### config.mk
export PLATFORM = sky130hd
export DESIGN_NAME = fp32_add_unit
export DESIGN_NICKNAME = d
export VERILOG_FILES = /design/src/rtl/fpadd_pkg.sv /design/src/rtl/fp_unpack.sv /design/src/rtl/fp_align.sv /design/src/rtl/fp_addnorm.sv /design/src/rtl/fp32_add_unit.sv
export SDC_FILE = /design/constraint.sdc
export NUM_CORES = 1
export LEC_CHECK = 0
export ABC_AREA = 0
export BUFFER_PORTS_ARGS = -buffer_cell sky130_fd_sc_hd__clkbuf_2
export CAP_MARGIN = 20
export CELL_PAD_IN_SITES_DETAIL_PLACEMENT = 1
export CELL_PAD_IN_SITES_GLOBAL_PLACEMENT = 2
export CORE_ASPECT_RATIO = 1.75
export CORE_UTILIZATION = 31
export DETAILED_ROUTE_END_ITERATION = 6
export MAX_ROUTING_LAYER = met4
export PLACE_DENSITY = 0.82
export SETUP_SLACK_MARGIN = 0.02
export SYNTH_ARGS = -nofsm -noshare
export SYNTH_HDL_FRONTEND = slang
export SYNTH_SLANG_ARGS = --single-unit
### constraint.sdc
create_clock -name clk -period 10.9 [get_ports clk]
set_clock_uncertainty 0.05 [all_clocks]
set_input_delay 0.545 -clock clk [delete_from_list [all_inputs] [get_ports clk]]
set_output_delay 0.545 -clock clk [all_outputs]
set_load 0.01 [all_outputs]
### src/rtl/fpadd_pkg.sv
package fpadd_pkg;
    localparam int EXP_W  = 8;
    localparam int FRAC_W = 23;
    localparam int WORD_W = 1 + EXP_W + FRAC_W;
    localparam int MANT_W = FRAC_W + 1;
    localparam int GRS_W  = 3;
    localparam int EXT_W  = MANT_W + GRS_W;
    localparam int BIAS   = (1 << (EXP_W - 1)) - 1;

    localparam logic [EXP_W-1:0]  EXP_ALL1 = '1;
    localparam logic [WORD_W-1:0] QNAN_WORD = {1'b0, EXP_ALL1, 1'b1, {(FRAC_W-1){1'b0}}};

    typedef struct packed {
        logic              sign;
        logic [EXP_W-1:0]  exp;
        logic [FRAC_W-1:0] frac;
    } fp_word_t;

    typedef enum logic [1:0] {
        CLS_ZERO = 2'd0,
        CLS_NORM = 2'd1,
        CLS_INF  = 2'd2,
        CLS_NAN  = 2'd3
    } fp_class_t;

    typedef struct packed {
        logic              sign;
        logic [EXP_W-1:0]  exp;
        logic [MANT_W-1:0] mant;
        fp_class_t         cls;
    } fp_unpacked_t;

    function automatic fp_class_t classify(input fp_word_t w);
        if (w.exp == EXP_ALL1)
            return (w.frac == '0) ? CLS_INF : CLS_NAN;
        else if (w.exp == '0)
            return CLS_ZERO;
        else
            return CLS_NORM;
    endfunction
endpackage

### src/rtl/fp_unpack.sv
module fp_unpack
    import fpadd_pkg::*;
(
    input  fp_word_t     w,
    output fp_unpacked_t u
);
    always_comb begin
        u.sign = w.sign;
        u.exp  = w.exp;
        u.mant = {(w.exp != '0), w.frac};
        u.cls  = classify(w);
    end
endmodule

### src/rtl/fp_align.sv
module fp_align
    import fpadd_pkg::*;
(
    input  fp_unpacked_t     a,
    input  fp_unpacked_t     b,
    output logic             big_sign,
    output logic [EXP_W-1:0] big_exp,
    output logic [EXT_W-1:0] big_ext,
    output logic [EXT_W-1:0] small_ext
);
    localparam logic [EXP_W-1:0] SHIFT_CAP = EXP_W'(EXT_W);

    fp_unpacked_t     hi, lo;
    logic [EXP_W-1:0] diff;
    logic [EXT_W-1:0] wide, shifted, mask;
    logic             sticky;

    always_comb begin
        if (b.exp > a.exp) begin
            hi = b;
            lo = a;
        end else begin
            hi = a;
            lo = b;
        end
        diff = hi.exp - lo.exp;
        wide = {lo.mant, {GRS_W{1'b0}}};
        if (diff >= SHIFT_CAP) begin
            shifted = '0;
            mask    = '1;
        end else begin
            shifted = wide >> diff;
            mask    = (EXT_W'(1) << diff) - EXT_W'(1);
        end
        sticky    = |(wide & mask);
        small_ext = {shifted[EXT_W-1:1], shifted[0] | sticky};
        big_ext   = {hi.mant, {GRS_W{1'b0}}};
        big_exp   = hi.exp;
        big_sign  = hi.sign;
    end
endmodule

### src/rtl/fp_addnorm.sv
module fp_addnorm
    import fpadd_pkg::*;
(
    input  logic             sign,
    input  logic [EXP_W-1:0] exp_in,
    input  logic [EXT_W-1:0] big_ext,
    input  logic [EXT_W-1:0] small_ext,
    output fp_word_t         res
);
    logic [EXT_W:0]    sum;
    logic [EXT_W-1:0]  norm;
    logic [EXP_W:0]    e1, e2;
    logic              up;
    logic [MANT_W:0]   rnd;
    logic [FRAC_W-1:0] frac;

    always_comb begin
        sum = {1'b0, big_ext} + {1'b0, small_ext};
        if (sum[EXT_W]) begin
            norm = {sum[EXT_W:2], sum[1] | sum[0]};
            e1   = {1'b0, exp_in} + {{EXP_W{1'b0}}, 1'b1};
        end else begin
            norm = sum[EXT_W-1:0];
            e1   = {1'b0, exp_in};
        end
        // guard = norm[2], round = norm[1], sticky = norm[0], lsb = norm[3]
        up  = norm[2] & (norm[1] | norm[0] | norm[3]);
        rnd = {1'b0, norm[EXT_W-1:GRS_W]} + {{MANT_W{1'b0}}, up};
        if (rnd[MANT_W]) begin
            e2   = e1 + {{EXP_W{1'b0}}, 1'b1};
            frac = '0;
        end else begin
            e2   = e1;
            frac = rnd[FRAC_W-1:0];
        end
        if (e2 >= {1'b0, EXP_ALL1})
            res = '{sign: sign, exp: EXP_ALL1, frac: '0};
        else
            res = '{sign: sign, exp: e2[EXP_W-1:0], frac: frac};
    end

    // a normal larger operand leaves a normalized sum
    always_comb begin
        if (big_ext[EXT_W-1])
            a_r4_norm_msb: assert (norm[EXT_W-1]);
    end
endmodule

### src/rtl/fp32_add_unit.sv
module fp32_add_unit
    import fpadd_pkg::*;
(
    input  logic        clk,
    input  logic        rst,
    input  logic        in_valid,
    input  logic [31:0] op_x,
    input  logic [31:0] op_y,
    output logic        out_valid,
    output logic [31:0] result
);
    logic [WORD_W-1:0] ops [2];
    fp_unpacked_t      un  [2];

    assign ops[0] = op_x;
    assign ops[1] = op_y;

    for (genvar i = 0; i < 2; i++) begin : g_unp
        fp_unpack u_unp (.w(ops[i]), .u(un[i]));
    end

    logic             big_sign;
    logic [EXP_W-1:0] big_exp;
    logic [EXT_W-1:0] big_ext, small_ext;
    fp_word_t         sum_word;
    logic [31:0]      nxt;

    fp_align u_align (
        .a(un[0]), .b(un[1]),
        .big_sign(big_sign), .big_exp(big_exp),
        .big_ext(big_ext), .small_ext(small_ext)
    );

    fp_addnorm u_addnorm (
        .sign(big_sign), .exp_in(big_exp),
        .big_ext(big_ext), .small_ext(small_ext),
        .res(sum_word)
    );

    always_comb begin
        if (un[0].cls == CLS_NAN || un[1].cls == CLS_NAN)
            nxt = QNAN_WORD;
        else if (un[0].cls == CLS_INF && un[1].cls == CLS_INF)
            nxt = (un[0].sign != un[1].sign) ? QNAN_WORD : op_x;
        else if (un[0].cls == CLS_INF)
            nxt = op_x;
        else if (un[1].cls == CLS_INF)
            nxt = op_y;
        else if (un[0].cls == CLS_ZERO)
            nxt = op_y;
        else if (un[1].cls == CLS_ZERO)
            nxt = op_x;
        else
            nxt = sum_word;
    end

    always_ff @(posedge clk) begin
        if (rst) begin
            out_valid <= 1'b0;
            result    <= '0;
        end else begin
            out_valid <= in_valid;
            if (in_valid)
                result <= nxt;
        end
    end

    // one-cycle latency
    a_r1_valid_follow: assert property (@(posedge clk) disable iff (rst)
        in_valid |=> out_valid);
    a_r1_idle: assert property (@(posedge clk) disable iff (rst)
        !in_valid |=> !out_valid);
    // NaN input gives the quiet NaN
    a_r9_nan_in: assert property (@(posedge clk) disable iff (rst)
        in_valid && op_x[30:23] == 8'hFF && op_x[22:0] != 23'd0
        |=> result == QNAN_WORD);
    // infinity plus finite keeps the infinity
    a_r10_inf_keep: assert property (@(posedge clk) disable iff (rst)
        in_valid && op_x[30:23] == 8'hFF && op_x[22:0] == 23'd0 && op_y[30:23] != 8'hFF
        |=> result == {$past(op_x[31]), 8'hFF, 23'd0});
    // equal signs keep the sign
    a_r5_sign: assert property (@(posedge clk) disable iff (rst)
        in_valid && op_x[31] == op_y[31]
        |=> (result == QNAN_WORD) || (result[31] == $past(op_x[31])));
    // an all-ones exponent is only infinity or the quiet NaN
    a_r8_no_bad_top: assert property (@(posedge clk) disable iff (rst)
        out_valid && result[30:23] == 8'hFF |-> result[22:0] == 23'd0 || result == QNAN_WORD);
endmodule

# --- Word level (Yosys, flattened, before mapping) ---
# Index checks and enable logic that the tools add are counted.
word_totals:
  reg_bits: 33
  latch_bits: 0
  ramBits: 0
  romBits: 0
  inputBits: 67
  out_inout_bits: 33
  wordCells: 59
  mem_count: 0
classes:
  add_sub_neg: 6
  n_mul: 0
  n_div: 0
  n_lt_le_gt_ge: 3
  n_eq_ne: 7
  shifts: 2
  muxes: 22
  bitwise_logic: 6
  n_reduce_logical: 11
op_table:
  columns: ["cell", "count"]
  rows:
  - ["$mux 32", 7]
  - ["$mux 27", 3]
  - ["$logic_not 23->1", 2]
  - ["$mux 35", 1]
  - ["$mux 34", 1]
  - ["$mux 31", 1]
  - ["$add 27x27->28", 1]
  - ["$and 27x27->27", 1]
  - ["$reduce_or 27->1", 1]
  - ["$shl 1x8->27 const A", 1]
  - ["$shr 27x8->27", 1]
  - ["$sub 27x2->27 const B", 1]
  - ["$add 24x1->25", 1]
  - ["$mux 23", 1]
  - ["$mux 9", 2]
  - ["$eq 8x8->1 const B", 2]
  - ["$logic_not 8->1", 2]
  - ["$reduce_bool 8->1", 2]
  - ["$add 8x1->9 const B", 1]
  - ["$add 9x1->9 const B", 1]
  - ["$ge 9x8->1 const B", 1]
  - ["$eq 2x2->1 const B", 4]
  - ["$ge 8x5->1 const B", 1]
  - ["$gt 8x8->1", 1]
  - ["other kinds (9)", 17]

# --- Longest topological paths before layout ---
# Gate-level depths: netlist of the first run.
logic_depth:
  ltp_word: 27
  depth_mapped: 50
  ltp_nobuf: 39

# --- Modules after synthesis ---
# A second synthesis of the first run with hierarchy kept.
hier_totals:
  cells_unflattened: 1483
  area_unflattened_um2: 10433.8
by_module_without_submodules:
  columns: ["mod", "n_inst", "cells_per_inst", "area_each_um2", "seq_area_each_um2"]
  rows:
  - ["fp_addnorm", 1, 552, 3643.5, 0.0]
  - ["fp_align", 1, 517, 3298.2, 0.0]
  - ["fp32_add_unit", 1, 320, 2813.9, 660.6]
  - ["fp_unpack", 2, 47, 339.1, 0.0]

# --- Worst setup path after synthesis of the first run ---
# OpenSTA, ideal clock, no wires.
synth_timing:
  path_type: "input to register"
  from: "input port op_x[27]"
  to: "register result[22]"
  arrival_ns: 10.241
  required_time_ns: 10.764
  setup_slack_ns: 0.523
  stages: 48
  cell_sequence: "inv_1 ha_1 buf_2 nand4_1 nor2_1 a21boi_2 nor2_1 clkbuf_1 clkbuf_1 o21a_1 ha_1 o311ai_0 a31oi_1 or3_1 or4_1 o311a_1 nand2_1 clkbuf_1 [12 not listed] buf_1 buf_1 nand2_1 a21boi_0 ha_1 and2_1 nand4_1 nor2_1 nand4bb_1 clkbuf_1 or2_2 clkbuf_1 o41ai_1 o41ai_1 nand4_1 nand2_1 or4_1 a211oi_1"
synth_between:
  elab_chain_len: 25
synth_rtl:
  columns: ["item", "line_no", "rtl"]
  rows:
  - ["start: declaration", "fp32_add_unit.sv:7", "input logic [31:0] op_x,"]
  - ["$gt 8x8->1", "fp_align.sv:19", "if (b.exp > a.exp) begin"]
  - ["$mux 35 / $mux 34 (equally long branches)", "fp_align.sv:19", null]
  - ["$sub 8x8->8", "fp_align.sv:26", "diff = hi.exp - lo.exp;"]
  - ["$shl 1x8->27", "fp_align.sv:33", "mask = (EXT_W'(1) << diff) - EXT_W'(1);"]
  - ["$sub 27x2->27", "fp_align.sv:33", null]
  - ["$mux 27", "fp_align.sv:28", "if (diff >= SHIFT_CAP) begin"]
  - ["$and 27x27->27", "fp_align.sv:35", "sticky = |(wide & mask);"]
  - ["$reduce_or 27->1", "fp_align.sv:35", null]
  - ["[9 not listed]", null, null]
  - ["$ge 9x8->1", "fp_addnorm.sv:36", "if (e2 >= {1'b0, EXP_ALL1})"]
  - ["$mux 31", "fp_addnorm.sv:36", null]
  - ["$mux 32", "fp32_add_unit.sv:51", "else if (un[1].cls == CLS_ZERO)"]
  - ["$mux 32", "fp32_add_unit.sv:49", "else if (un[0].cls == CLS_ZERO)"]
  - ["$mux 32", "fp32_add_unit.sv:47", "else if (un[1].cls == CLS_INF)"]
  - ["$mux 32", "fp32_add_unit.sv:45", "else if (un[0].cls == CLS_INF)"]
  - ["$mux 32", "fp32_add_unit.sv:43", "else if (un[0].cls == CLS_INF && un[1].cls == CLS_INF)"]
  - ["$mux 32 (*)", "fp32_add_unit.sv:41", "if (un[0].cls == CLS_NAN || un[1].cls == CLS_NAN)"]
  - ["end signal: assignment", "fp32_add_unit.sv:64", "result <= nxt;"]
  - ["end: declaration", "fp32_add_unit.sv:10", "output logic [31:0] result"]
# Every way passes the cells marked *; elsewhere a longest branch is shown, timed or not.
# A chain may end at the register's enable or synchronous reset.

# --- Worst setup path after layout of the first run ---
layout_timing:
  from: "input port op_x[26]"
  to: "register result[4]"
# Same word-level chain as after synthesis.

==> metrics.txt, run 1 <==
Mapped Area=between 8000 and 9000 um2; Post-synth EDFFs=0; Slew headroom=about a quarter; grt ovf=0; data required time of the critical path=11030 ps; max_cap viols=0; CTS Hold Bufs=0; RePlAce Congestion=0.987; Critical Path Fanout Max=13; antenna viol nets, final=0; pre-CTS setup slack=-15.3 ps; Worst-path clk slew=60 ps; Main synth FF type=dfxtp_1; Root Driver=clkbuf_16; synthesized flop and latch total=33; Remaining DRCs=0; IO Pins=100; most common cell after layout, fill and taps aside=nand2_1; Final Setup Violations=0; Reg-to-Reg End=result[0]; full die area=26900 um2; die width=124 um; final period utilization=between 90% and 100%; share of cells above drive strength 1=15.6%; drt first pass iters=4; Clock Path Buffers=2; sequential area share after synthesis=8.13%; fmax=around 0.099 GHz; Worst Setup SP=op_x[26]; arrival time worst endpoint=roughly 10000 ps; peak supply drop=0.0546 mV; CP Class=input port to flop; Leakage Power=0.00385 uW; flop-to-flop setup slack=9760 ps; pins over their slew limit=0; Vias/cell=6.46; initial antenna violation count=0; DP Area=9020 um2; outcome=finished clean; share of flip-flops with an asynchronous set or reset=0%; Tmin final=10110 ps; max incr delay on CP=500 ps; count of nets after finishing=1380; First DRT Iteration DRCs=598; Worst-Margin Slew=1090 ps; routed via count=10300; clock sink count=33; Syn Area/Cell=6.75 um2; die extent in y=216 um; CTS tree=built; pin count of the biggest net entering global routing=59; design area=9230 um2; RSZ-0062 raised after global routing=false; fin worst setup slack=around 790 ps; end of the critical path=result[4]; routed wire length=~43 mm; Hold Path Class=flop to flop; r2r startpoint=result[0]; vias in the first global route=10800; Mapped Cells=1203; Core Region=25900 um2; Mapped Nets=1308; YS warnings=0; CP most frequent cell=ha_1; Antenna Cells=0; reg2reg path depth=4; Power Total=1080 uW; CTS buffer count=5; Worst setup EP type=flop; most frequent cells in the layout=nand2_1 (200), nor2_1 (105), clkbuf_2 (99); wire length of the first global-routing pass=64.4 mm; CTS HTree Levels=2; crit path launch type=input port; GRT Util Overall=32.0%; Yosys cell types=91; Critical Path Slowest Stage Cell=or4_1; pwr dens=117 nW/um2; # rows=78; P&R area growth vs syn=13.6%; initial core utilization=31.4%; Clock Latency Late Sink=280 ps; routed len/inst=~27 um; Final Hold Fails=0; Post-DP HPWL=35.0 mm; IO buf count=99
## critical path: cells and delay by family
kind,cells,cell delay (ps)
simple gates,18,4530
fa+ha+maj,4,1260
compound gates,15,3580
buf+inv,2,290
## flip-flops by register name, indices dropped and copies added, names as in the netlist
signal     count
result        32
out_valid      1
## layer usage
layer | track usage, % | share of wire (%) | routed length (um) | vias to the layer above
met2 | 56.8 | 51 | 21600 | 401
met5 | - | 0 | 0 | -
met4 | 28.4 | 11 | 4620 | 0
li1 | - | - | - | 4679
met3 | 3.60 | 3.9 | 1680 | 229
met1 | 30.5 | 35 | 14700 | 4999
## Yosys cell counts (all sizes together) (25+ instances only)
library cell  number  area share [%]
a21oi             69             4.3
a221oi            28             3.1
buf               25             1.8
clkbuf            54             2.5
dfxtp             33             8.1
ha                37             5.7
inv               26             1.2
mux2i             72             8.9
nand2            202             9.4
nand3             36             2.2
nor2             108             5.1
nor3              40             2.6
o21ai             86             5.3
xnor2             40             4.4
## final cells by class
| class | instances | area [um2] |
|---|---|---|
| Fill cell | 3326 | 16600 |
| Multi-Input combinational cell | 1064 | 7050 |
| Timing Repair Buffer | 144 | 846 |
| Sequential cell | 33 | 661 |
| Tap cell | 320 | 400 |
| Clock buffer | 7 | 143 |
| Inverter | 27 | 101 |
| Clock inverter | 1 | 30.0 |
## per-stage QoR
step / std cells / utilization (%) / hold WS [ps] / setup TNS, ps
after global routing: 1596 / 35.7 / 424 / 0
after CTS: 1594 / 35.6 / 410 / 0
final: 1596 / 35.7 / 412 / 0
after floorplan: 1203 / - / 421 / 0
after global placement: 1586 / 34.9 / 395 / 0
after detailed placement: 1586 / 34.9 / 399 / -15.3
## where the power goes
group,switching (uW),leakage (uW),internal [uW],total [uW]
combinational,498,0.00349,265,764
sequential,10.0,0.000273,133,144
clock,55.5,0.0000841,114,170
## logic make-up (layout without fill, tap and decap cells)
| family | after synthesis | after routing | share of synthesized area, % |
|---|---|---|---|
| muxes | 85 | 85 | 12.0 |
| and+or+nand+nor | 517 | 517 | 30.3 |
| xor gates and xnor gates | 57 | 57 | 6.47 |
| AOI/OAI and AO/OA | 367 | 367 | 31.6 |
| adders and majority gates | 38 | 38 | 5.94 |
| DFF | 33 | 33 | 8.13 |
| buffers and inverters | 106 | 179 | 5.50 |
## worst min-delay path by stage
stage	from	to	slack [ps]	cells past startpoint
final	result[12]	result[12]	410	2
after global routing	result[12]	result[12]	420	2
after CTS	result[12]	result[12]	410	2
after detailed placement	result[6]	result[6]	400	2
after global placement	result[12]	result[12]	400	2
after floorplan	result[19]	result[19]	420	2
## repair_timing
| action | in CTS | in global routing |
|---|---|---|
| buffers inserted | 0 | 2 |
| endpoints found under the setup margin | 0 | 30 |
| gates resized for setup | 0 | 6 |
| hold endpoints to repair | 0 | 0 |
Power figures use the tool's default switching activity.
==> run 2, diff against run 1 <==
--- a/config.mk
+++ b/config.mk
@@ -14,2 +14,4 @@
 export CORE_UTILIZATION = 31
+export CTS_BUF_LIST = sky130_fd_sc_hd__clkbuf_8
+export CTS_CLUSTER_DIAMETER = 150
 export DETAILED_ROUTE_END_ITERATION = 6
==> constraint.sdc (replaced) <==
create_clock -name clk -period 10.9 [get_ports clk]
set_clock_uncertainty 0.05 [all_clocks]
set_input_delay 1.09 -clock clk [delete_from_list [all_inputs] [get_ports clk]]
set_output_delay 1.09 -clock clk [all_outputs]
set_load 0.01 [all_outputs]
==> metrics.txt, run 2 (synthesis gave the netlist of run 1 again) <==
Vias/cell=6.42; WHS Path Cells=2; reg2reg path depth=4; Leakage Power=about 0.0039 uW; grt ovf=0; share of cells above drive strength 1=between 15 and 20%; pre-CTS setup slack=-175 ps; peak supply drop=approximately 0.05 mV; final period utilization=94.8%; Slew headroom=30.6%; initial core utilization=31.4%; most common cell after layout, fill and taps aside=nand2_1; register area=roughly 660 um2; CTS tree=built; Core Region=~26000 um2; DP Area=9190 um2; Largest register FFs=32; CTS buffer count=5; die width=124 um; initial antenna violation count=0; pwr dens=109 nW/um2; Remaining DRCs=0; Worst-Margin Slew=1030 ps; fillcell total=between 3000 and 4000; Clock Path Buffers=2; Critical Path Slowest Stage Cell=or4_1; Post-DP HPWL=between 30 and 40 mm; arrival time worst endpoint=10490 ps; IO buf count=99; pin count of the biggest net entering global routing=61; flop-to-flop setup slack=around 10000 ps; fin worst setup slack=566 ps; vias in the first global route=10700; Clock Latency Late Sink=300 ps; drt first pass iters=5; clock sink count=33; routed wire length=42.7 mm; Multi-input gate area=slightly above 7000 um2; max_cap viols=0; pins over their slew limit=0; CP Class=input port to flop; crit path launch type=input port; Root Driver=clkbuf_8; outcome=finished clean; routed via count=10400; Worst setup EP type=flop; CP most frequent cell=ha_1; fmax=0.0968 GHz; Final Setup Violations=0; # rows=78; GRT Util Overall=between 30% and 40%; max incr delay on CP=around 490 ps; Hold Path Class=flop to flop; antenna viol nets, final=0; design area=9310 um2; IO Pins=100; full die area=~27000 um2; Critical Path Fanout Max=13; CTS HTree Levels=2; Antenna Cells=0; dpl cells=1608; wire length of the first global-routing pass=roughly 64 mm; most frequent cells in the layout=nand2_1 (200), nor2_1 (104), clkbuf_2 (99); P&R area growth vs syn=14.6%; die extent in y=around 220 um; Final Hold Fails=0; routed len/inst=26.4 um; top flop regs=result (32), out_valid (1); TNS Setup=0 ps; RePlAce Congestion=1.01; Finished Layout Cells=~1600; largest reg by FF count=result; Worst-path clk slew=~80 ps; Tmin final=10330 ps; count of nets after finishing=1401; data required time of the critical path=roughly 11000 ps; First DRT Iteration DRCs=693
[run 2: cell count changes in the layout (fill, tap and decap cells not counted), moves of 2 or more]
cell       delta
buf_4        +21
clkinv_2      +2
clkbuf_8      +4
clkbuf_16     -5
[run 2: report_power, final]
group / internal (uW) / switching [uW] / total [uW]
combinational: 274 / 496 / 771
sequential: 133 / 9.80 / 143
clock: 44.2 / 55.2 / 99.4
[run 2: repair_timing]
| item | in CTS | in global routing |
|---|---|---|
| gates resized for setup | 0 | 8 |
| endpoints found under the setup margin | 0 | 30 |
| hold buffers | 0 | 0 |
| buffers inserted | 0 | 1 |
[run 2: final timing paths]
| check | from | to |
|---|---|---|
| hold reg to reg | result[10] | result[10] |
| setup / recovery | op_x[24] | result[4] |
| hold / removal | result[10] | result[10] |
| setup reg to reg | result[0] | result[0] |
[run 2: stage by stage]
step | total power, uW | hold WS, ps | util, %
4_1_cts | 1000 | 410 | 35.9
5_1_grt | 1070 | 431 | 36.0
3_3_place_gp | 894 | 391 | 35.5
3_5_place_dp | 898 | 400 | 35.5
2_1_floorplan | 633 | 421 | -
6_report | 1010 | 411 | 36.0
[run 2: worst max-delay path, delay by kind of cell]
family / cells / cell delay, ps
fa+ha+maj: 4 / 1060
buf+inv: 2 / 280
simple gates: 14 / 3690
compound gates: 18 / 4350
[run 2: layer usage]
layer / routed length (um) / GRT usage [%] / vias to the layer above
li1: - / - / 4717
met1: 14900 / 31.0 / 5032
met2: 21900 / 57.4 / 428
met3: 1570 / 2.49 / 209
met4: 4380 / 26.7 / 0
met5: 0 / - / -
[run 2: layout make-up]
cell class | count | share of cell area [%]
well taps | 320 | 4.30
flip-flops and latches | 33 | 7.10
clock buffers | 5 | 0.739
clock inverters | 3 | 0.188
inverters | 27 | 1.09
repair buffers | 165 | 10.8
multi-input cells | 1064 | 75.8
